## config.mk

```make
export PLATFORM = sky130hd
export DESIGN_NAME = wsp_ctx_engine
export DESIGN_NICKNAME = d
export VERILOG_FILES = /design/src/rtl/wsp_pkg.sv /design/src/rtl/wsp_ctx_regs.sv /design/src/rtl/wsp_sequencer.sv /design/src/rtl/wsp_ctx_engine.sv
export SDC_FILE = /design/constraint.sdc
export NUM_CORES = 1
export LEC_CHECK = 0
export BUFFER_PORTS_ARGS = -buffer_cell sky130_fd_sc_hd__buf_2
export CORE_UTILIZATION = 25
export DETAILED_ROUTE_END_ITERATION = 7
export PLACE_DENSITY = 0.41
export REMOVE_ABC_BUFFERS = 1
export SKIP_LAST_GASP = 1
export SLEW_MARGIN = 10
export SYNTH_ARGS = -nofsm -noshare
export SYNTH_HDL_FRONTEND = slang
export SYNTH_SLANG_ARGS = --single-unit
```

## constraint.sdc

```tcl
create_clock -name clk -period 8.45 [get_ports clk]
set_input_delay 0.845 -clock clk [delete_from_list [all_inputs] [get_ports clk]]
set_output_delay 0.845 -clock clk [all_outputs]
set_load 0.1 [all_outputs]
```

## src/rtl/wsp_pkg.sv

```systemverilog
package wsp_pkg;

    localparam int WORD_W         = 16;
    localparam int REG_CNT        = 16;
    localparam int IDX_W          = $clog2(REG_CNT);
    localparam int BYTES_PER_WORD = WORD_W / 8;
    localparam int CTX_FIELDS     = 3;

    typedef logic [WORD_W-1:0] word_t;
    typedef logic [IDX_W-1:0]  ridx_t;

    localparam ridx_t IDX_LINK   = ridx_t'(11);
    localparam ridx_t IDX_OLD_WP = ridx_t'(13);
    localparam ridx_t IDX_OLD_PC = ridx_t'(14);
    localparam ridx_t IDX_OLD_ST = ridx_t'(15);

    typedef enum logic [2:0] {
        OP_REG_RD   = 3'd0,
        OP_REG_WR   = 3'd1,
        OP_CALL     = 3'd2,
        OP_RETURN   = 3'd3,
        OP_LINK     = 3'd4,
        OP_SET_WP   = 3'd5,
        OP_SET_PCST = 3'd6,
        OP_NONE     = 3'd7
    } op_e;

    typedef enum logic [3:0] {
        S_IDLE,
        S_RD,
        S_WR,
        S_VEC_WP,
        S_VEC_PC,
        S_SAVE_WP,
        S_SAVE_PC,
        S_SAVE_ST,
        S_REST_WP,
        S_REST_PC,
        S_REST_ST,
        S_LINK
    } seq_e;

    typedef struct packed {
        logic  req;
        logic  we;
        word_t addr;
        word_t wdata;
    } mem_cmd_t;

    typedef struct packed {
        word_t wp;
        word_t pc;
        word_t st;
    } ctx_t;

    typedef struct packed {
        logic wp_we;
        logic pc_we;
        logic st_we;
        ctx_t val;
    } ctx_upd_t;

    function automatic word_t reg_addr(word_t base, ridx_t idx);
        return base + (word_t'(idx) * word_t'(BYTES_PER_WORD));
    endfunction

    function automatic word_t next_word(word_t a);
        return a + word_t'(BYTES_PER_WORD);
    endfunction

    function automatic seq_e entry_state(op_e op);
        case (op)
            OP_REG_RD: return S_RD;
            OP_REG_WR: return S_WR;
            OP_CALL:   return S_VEC_WP;
            OP_RETURN: return S_REST_WP;
            OP_LINK:   return S_LINK;
            default:   return S_IDLE;
        endcase
    endfunction

endpackage

```

## src/rtl/wsp_ctx_regs.sv

```systemverilog
module wsp_ctx_regs
    import wsp_pkg::*;
(
    input  logic     clk,
    input  logic     rst,
    input  ctx_upd_t upd,
    output ctx_t     ctx
);

    word_t nxt [CTX_FIELDS];
    logic  wen [CTX_FIELDS];
    word_t cur [CTX_FIELDS];

    always_comb begin
        nxt[0] = upd.val.wp;
        nxt[1] = upd.val.pc;
        nxt[2] = upd.val.st;
        wen[0] = upd.wp_we;
        wen[1] = upd.pc_we;
        wen[2] = upd.st_we;
    end

    for (genvar f = 0; f < CTX_FIELDS; f++) begin : g_fld
        word_t r;
        always_ff @(posedge clk) begin
            if (rst)
                r <= '0;
            else if (wen[f])
                r <= nxt[f];
        end
        assign cur[f] = r;
    end

    assign ctx.wp = cur[0];
    assign ctx.pc = cur[1];
    assign ctx.st = cur[2];

    // state is zero in the cycle after any reset cycle
    assert_reset_clear_R1: assert property (@(posedge clk)
        rst |=> (ctx.wp == '0 && ctx.pc == '0 && ctx.st == '0));

endmodule

```

## src/rtl/wsp_sequencer.sv

```systemverilog
module wsp_sequencer
    import wsp_pkg::*;
(
    input  logic     clk,
    input  logic     rst,
    input  logic     start,
    input  op_e      op,
    input  ridx_t    idx,
    input  word_t    addr,
    input  word_t    wdata,
    input  ctx_t     ctx,
    output mem_cmd_t mcmd,
    input  logic     mready,
    input  word_t    mrdata,
    output logic     busy,
    output word_t    rd_data,
    output logic     rd_valid,
    output ctx_upd_t upd
);

    seq_e  state_q, state_d;
    op_e   op_q;
    ridx_t idx_q;
    word_t addr_q;
    word_t data_q;
    word_t tmp_wp_q;
    word_t tmp_pc_q;

    logic launch;
    logic accept;

    assign launch = (state_q == S_IDLE) && start;
    assign accept = mcmd.req && mready;
    assign busy   = (state_q != S_IDLE);

    // memory command for the current step
    always_comb begin
        mcmd = '0;
        case (state_q)
            S_RD: begin
                mcmd.req  = 1'b1;
                mcmd.addr = reg_addr(ctx.wp, idx_q);
            end
            S_WR: begin
                mcmd.req   = 1'b1;
                mcmd.we    = 1'b1;
                mcmd.addr  = reg_addr(ctx.wp, idx_q);
                mcmd.wdata = data_q;
            end
            S_VEC_WP: begin
                mcmd.req  = 1'b1;
                mcmd.addr = addr_q;
            end
            S_VEC_PC: begin
                mcmd.req  = 1'b1;
                mcmd.addr = next_word(addr_q);
            end
            S_SAVE_WP: begin
                mcmd.req   = 1'b1;
                mcmd.we    = 1'b1;
                mcmd.addr  = reg_addr(tmp_wp_q, IDX_OLD_WP);
                mcmd.wdata = ctx.wp;
            end
            S_SAVE_PC: begin
                mcmd.req   = 1'b1;
                mcmd.we    = 1'b1;
                mcmd.addr  = reg_addr(tmp_wp_q, IDX_OLD_PC);
                mcmd.wdata = ctx.pc;
            end
            S_SAVE_ST: begin
                mcmd.req   = 1'b1;
                mcmd.we    = 1'b1;
                mcmd.addr  = reg_addr(tmp_wp_q, IDX_OLD_ST);
                mcmd.wdata = ctx.st;
            end
            S_REST_WP: begin
                mcmd.req  = 1'b1;
                mcmd.addr = reg_addr(ctx.wp, IDX_OLD_WP);
            end
            S_REST_PC: begin
                mcmd.req  = 1'b1;
                mcmd.addr = reg_addr(ctx.wp, IDX_OLD_PC);
            end
            S_REST_ST: begin
                mcmd.req  = 1'b1;
                mcmd.addr = reg_addr(ctx.wp, IDX_OLD_ST);
            end
            S_LINK: begin
                mcmd.req   = 1'b1;
                mcmd.we    = 1'b1;
                mcmd.addr  = reg_addr(ctx.wp, IDX_LINK);
                mcmd.wdata = ctx.pc;
            end
            default: mcmd = '0;
        endcase
    end

    // step order
    always_comb begin
        state_d = state_q;
        if (launch) begin
            state_d = entry_state(op);
        end else if (accept) begin
            case (state_q)
                S_VEC_WP:  state_d = S_VEC_PC;
                S_VEC_PC:  state_d = S_SAVE_WP;
                S_SAVE_WP: state_d = S_SAVE_PC;
                S_SAVE_PC: state_d = S_SAVE_ST;
                S_REST_WP: state_d = S_REST_PC;
                S_REST_PC: state_d = S_REST_ST;
                default:   state_d = S_IDLE;
            endcase
        end
    end

    // hardware state updates
    always_comb begin
        upd = '0;
        if (launch && op == OP_SET_WP) begin
            upd.wp_we  = 1'b1;
            upd.val.wp = addr;
        end
        if (launch && op == OP_SET_PCST) begin
            upd.pc_we  = 1'b1;
            upd.st_we  = 1'b1;
            upd.val.pc = addr;
            upd.val.st = wdata;
        end
        if (accept && state_q == S_SAVE_ST) begin
            upd.wp_we  = 1'b1;
            upd.pc_we  = 1'b1;
            upd.val.wp = tmp_wp_q;
            upd.val.pc = tmp_pc_q;
        end
        if (accept && state_q == S_REST_ST) begin
            upd.wp_we  = 1'b1;
            upd.pc_we  = 1'b1;
            upd.st_we  = 1'b1;
            upd.val.wp = tmp_wp_q;
            upd.val.pc = tmp_pc_q;
            upd.val.st = mrdata;
        end
        if (accept && state_q == S_LINK) begin
            upd.pc_we  = 1'b1;
            upd.val.pc = addr_q;
        end
    end

    always_ff @(posedge clk) begin
        if (rst) begin
            state_q  <= S_IDLE;
            op_q     <= OP_NONE;
            idx_q    <= '0;
            addr_q   <= '0;
            data_q   <= '0;
            tmp_wp_q <= '0;
            tmp_pc_q <= '0;
            rd_data  <= '0;
            rd_valid <= 1'b0;
        end else begin
            state_q  <= state_d;
            rd_valid <= accept && (state_q == S_RD);
            if (launch) begin
                op_q   <= op;
                idx_q  <= idx;
                addr_q <= addr;
                data_q <= wdata;
            end
            if (accept && state_q == S_RD)
                rd_data <= mrdata;
            if (accept && (state_q == S_VEC_WP || state_q == S_REST_WP))
                tmp_wp_q <= mrdata;
            if (accept && (state_q == S_VEC_PC || state_q == S_REST_PC))
                tmp_pc_q <= mrdata;
        end
    end

    // independent count of reads accepted in the current call
    logic [1:0] call_reads_q;
    always_ff @(posedge clk) begin
        if (rst || launch)
            call_reads_q <= '0;
        else if (accept && !mcmd.we && op_q == OP_CALL && call_reads_q != 2'd3)
            call_reads_q <= call_reads_q + 2'd1;
    end

    // every write of a call comes after both vector reads
    assert_vector_first_R5: assert property (@(posedge clk) disable iff (rst)
        (mcmd.req && mcmd.we && op_q == OP_CALL) |-> (call_reads_q == 2'd2));

    // a stalled access is held unchanged
    assert_stall_hold_R10: assert property (@(posedge clk) disable iff (rst)
        (mcmd.req && !mready) |=> (mcmd.req && $stable(mcmd.addr) &&
                                   $stable(mcmd.we) && $stable(mcmd.wdata)));

    // a start pulse while busy leaves the latched command alone
    assert_busy_ignore_R9: assert property (@(posedge clk) disable iff (rst)
        (start && busy) |=> ($stable(op_q) && $stable(addr_q) &&
                             $stable(data_q) && $stable(idx_q)));

endmodule

```

## src/rtl/wsp_ctx_engine.sv

```systemverilog
module wsp_ctx_engine
    import wsp_pkg::*;
(
    input  logic        clk,
    input  logic        rst,
    input  logic        cmd_start,
    input  logic [2:0]  cmd_op,
    input  logic [3:0]  cmd_reg,
    input  logic [15:0] cmd_addr,
    input  logic [15:0] cmd_wdata,
    output logic        busy,
    output logic        rd_valid,
    output logic [15:0] rd_data,
    output logic [15:0] wp_o,
    output logic [15:0] pc_o,
    output logic [15:0] st_o,
    output logic        mem_req,
    output logic        mem_we,
    output logic [15:0] mem_addr,
    output logic [15:0] mem_wdata,
    input  logic [15:0] mem_rdata,
    input  logic        mem_ready
);

    ctx_t     ctx;
    ctx_upd_t upd;
    mem_cmd_t mcmd;

    wsp_ctx_regs u_regs (
        .clk (clk),
        .rst (rst),
        .upd (upd),
        .ctx (ctx)
    );

    wsp_sequencer u_seq (
        .clk      (clk),
        .rst      (rst),
        .start    (cmd_start),
        .op       (op_e'(cmd_op)),
        .idx      (ridx_t'(cmd_reg)),
        .addr     (cmd_addr),
        .wdata    (cmd_wdata),
        .ctx      (ctx),
        .mcmd     (mcmd),
        .mready   (mem_ready),
        .mrdata   (mem_rdata),
        .busy     (busy),
        .rd_data  (rd_data),
        .rd_valid (rd_valid),
        .upd      (upd)
    );

    assign wp_o      = ctx.wp;
    assign pc_o      = ctx.pc;
    assign st_o      = ctx.st;
    assign mem_req   = mcmd.req;
    assign mem_we    = mcmd.we;
    assign mem_addr  = mcmd.addr;
    assign mem_wdata = mcmd.wdata;

    // read data valid only after an accepted read
    assert_rd_after_read_R2: assert property (@(posedge clk) disable iff (rst)
        rd_valid |-> $past(mem_req && mem_ready && !mem_we));

endmodule

```

==> out/qor.txt <==
Die Span Y - 179 um
initial drt markers - 738
WP data arrival - 4.39 ns
Max Cap Viol - 0
top cell type's share of synthesized area - 34.9%
Fin. Hold Viols - 0
largest net degree at the start of global routing - 74
EDFF count, synth - 0
violated checks - design-rule violations
Startpoint Class - flip-flop
H-tree level count - 4
clk sinks - 137
FF+latch count, synth - 137
Syn Inst Count - 994
Worst-Skew Late Latency - 0.42 ns
Vias - 7,937
wire per inst - 21.8 um
Final Cell Area - 9550 um2
ys flop type - dfxtp_1
largest area contributor in the netlist - dfxtp_1
Clock transition at path regs - 0.06 ns
Setup violations, final - 0
peak supply drop - 103 uV
Final Instance Count excl. Fillers - 1,512
CP Buf/Inv Count - 2
Slew Limit Fails - 0
number of port buffers - 158
first-pass GRT wire length - 48,600 um
setup repair bufs after CTS - 0
HP Class - reg2reg
outcome - complete, but fails checks
total power - 1.91 mW
synthesized area per cell - 7.91 um2
overall routing resource usage - 20.6%
vias per cell - 5.25
Core Footprint - 30,700 um2
gpl congestion - 0.892
post-synthesis async set-or-reset flop share - 0%
Distinct cells, synth - 68
Worst Path Required - 7.61 ns
ordered cell list for the critical path - inv_1, o21ai_0, nand2b_1, ha_1, fa_1, a211oi_1, or3_1, nor2_1, and3_1, xnor2_1, o211ai_1, buf_2
wirelength, routed - 32,900 um
worst stage delay on the critical path - 0.91 ns
CTS tree - done
Routed Antenna Nets - 0
worst-path fanout max - 21
first drt pass iteration count - 7
clk_skew - 0.00999 ns
number of global-route vias before repair - 7,369
commonest cells in the netlist - 188 x nand2_1, 137 x dfxtp_1, 95 x nor2_1
post_cts resized - 0
Rows - 64
slowest stage cell, crit path - dfxtp_1
Multi-input gate area - 4730 um2
initial antenna violation count - 0
CTS buffer count - 17
CP Class - reg2out
Worst slew margin - 12.0%
Root Buffer - clkbuf_16
unrepaired setup endpoints after global routing - no
final worst path period need - 5.23 ns
CTS max path bufs - 2
YS warnings - 0
hold buffers post-CTS - 0
Fmax - 0.191 GHz
CP endpoint kind - output port
placed cells - 1,480
post-synthesis sequential area ratio - 34.9%
Tcrit/Tclk final - 61.9%
Starting Density - 25.6%
Storage cell area - 2740 um2
dominant cells by area after synthesis - dfxtp_1 35%, mux2i_1 9.2%, nand2_1 9.0%
most common cell in the synthesized netlist - nand2_1
Fill cells - 3,350
Setup TNS - 0 ns
Remaining DRCs - 16
Pleak - 3.83 nW
cell family with most CP delay - flip-flops
Antenna Cells - 0
Worst Max-Slew Pin Slew - 1.31 ns
power density over the cells - 200 nW/um2
layout cell share with drive strength beyond 1 - 20.7%
chip width - 179 um
Die ar. - 32,200 um2
Placed Instance Area - 8940 um2
post-synthesis cell area - 7860 um2
final net count - 1,171
gr ovfl total - 0
Area Growth Syn to Fin - 21.5%
I/O pin count - 159
HPWL Detailed - 22,000 um
-- worst paths after layout --
path	from	endpoint	slack, ns	cells after the start
worst max-delay path	u_seq.state_q[0]	mem_addr[13]	3.22	12
worst min-delay path	u_seq.rd_data[2]	u_seq.rd_data[2]	0.45	2
worst max register to register	u_seq.state_q[0]	u_seq.tmp_pc_q[13]	4.90	7
worst min register to register	u_seq.rd_data[2]	u_seq.rd_data[2]	0.45	2
-- cells by family after synthesis --
logic type                 Yosys count  synth area share, %
adders and majority gates            9                 1.62
AOI/OAI and AO/OA                  253                 22.1
muxes                               73                 9.31
DFF                                137                 34.9
xor gates and xnor gates            41                 4.57
and+or+nand+nor                    387                 22.0
buffers and inverters               94                 5.46
-- stage by stage --
step                      hold WS [ns]  worst slack [ns]  utilization, %
final                            0.454              3.22            31.1
after global routing             0.472              2.84            31.1
after global placement           0.441              3.79            29.1
after CTS                        0.455              3.23            31.1
after detailed placement         0.447              3.70            29.1
after floorplan                  0.425              3.46               -
-- worst reg2reg max path, stage by stage (launching register included) --
cell and delay, ns:
dfxtp_1 0.91, inv_1 0.29, nor2_1 0.29, a21oi_1 0.16
nor3b_2 1.06, buf_4 0.41, mux2i_1 0.23, nor2_1 0.05
-- flip-flops by register name, indices dropped and copies added, names as in the netlist, 4 cells and up --
register,flops
u_seq.data_q,16
u_seq.addr_q,16
u_seq.idx_q,4
u_seq.rd_data,16
u_seq.tmp_pc_q,16
u_seq.state_q,4
u_regs.g_fld.r,48
u_seq.tmp_wp_q,16
-- power breakdown --
part	total, mW	internal, mW	switching, mW
sequential	0.715	0.675	0.0398
clock	0.790	0.482	0.309
combinational	0.402	0.0905	0.312
total	1.91	1.25	0.660
-- final cells by class --
type                       instances  area share (%)
clock buffer                      22            4.86
clock inverter                    10            1.51
inverter                           4           0.157
multi-input combinational        763            49.5
sequential                       137            28.7
tap                              396            5.19
timing repair buffer             180            10.0
-- routing by layer --
metal	track usage (%)	routed length, um
met1	29.7	15900
met5	0	0
met3	3.52	1890
met2	31.7	14700
met4	4.27	412
-- layout by cell type, fill, tap and decap left out, types with 7 or more instances in the layout --
| cell type | instances |
|---|---|
| nand2_1 | 188 |
| buf_2 | 157 |
| dfxtp_1 | 137 |
| nor2_1 | 95 |
| a21oi_1 | 87 |
| mux2i_1 | 72 |
| a211oi_1 | 37 |
| a222oi_1 | 33 |
| o21ai_0 | 28 |
| nand3_1 | 25 |
| buf_4 | 23 |
| xnor2_1 | 22 |
| xor2_1 | 19 |
| clkbuf_16 | 17 |
| nor3_1 | 14 |
| nand4_1 | 10 |
| nand2b_1 | 8 |
| a22oi_1 | 8 |
| and3_1 | 7 |
| o22ai_1 | 7 |
| a31oi_1 | 7 |
| ha_1 | 7 |
Note: power is estimated with default switching activity, not from simulation.
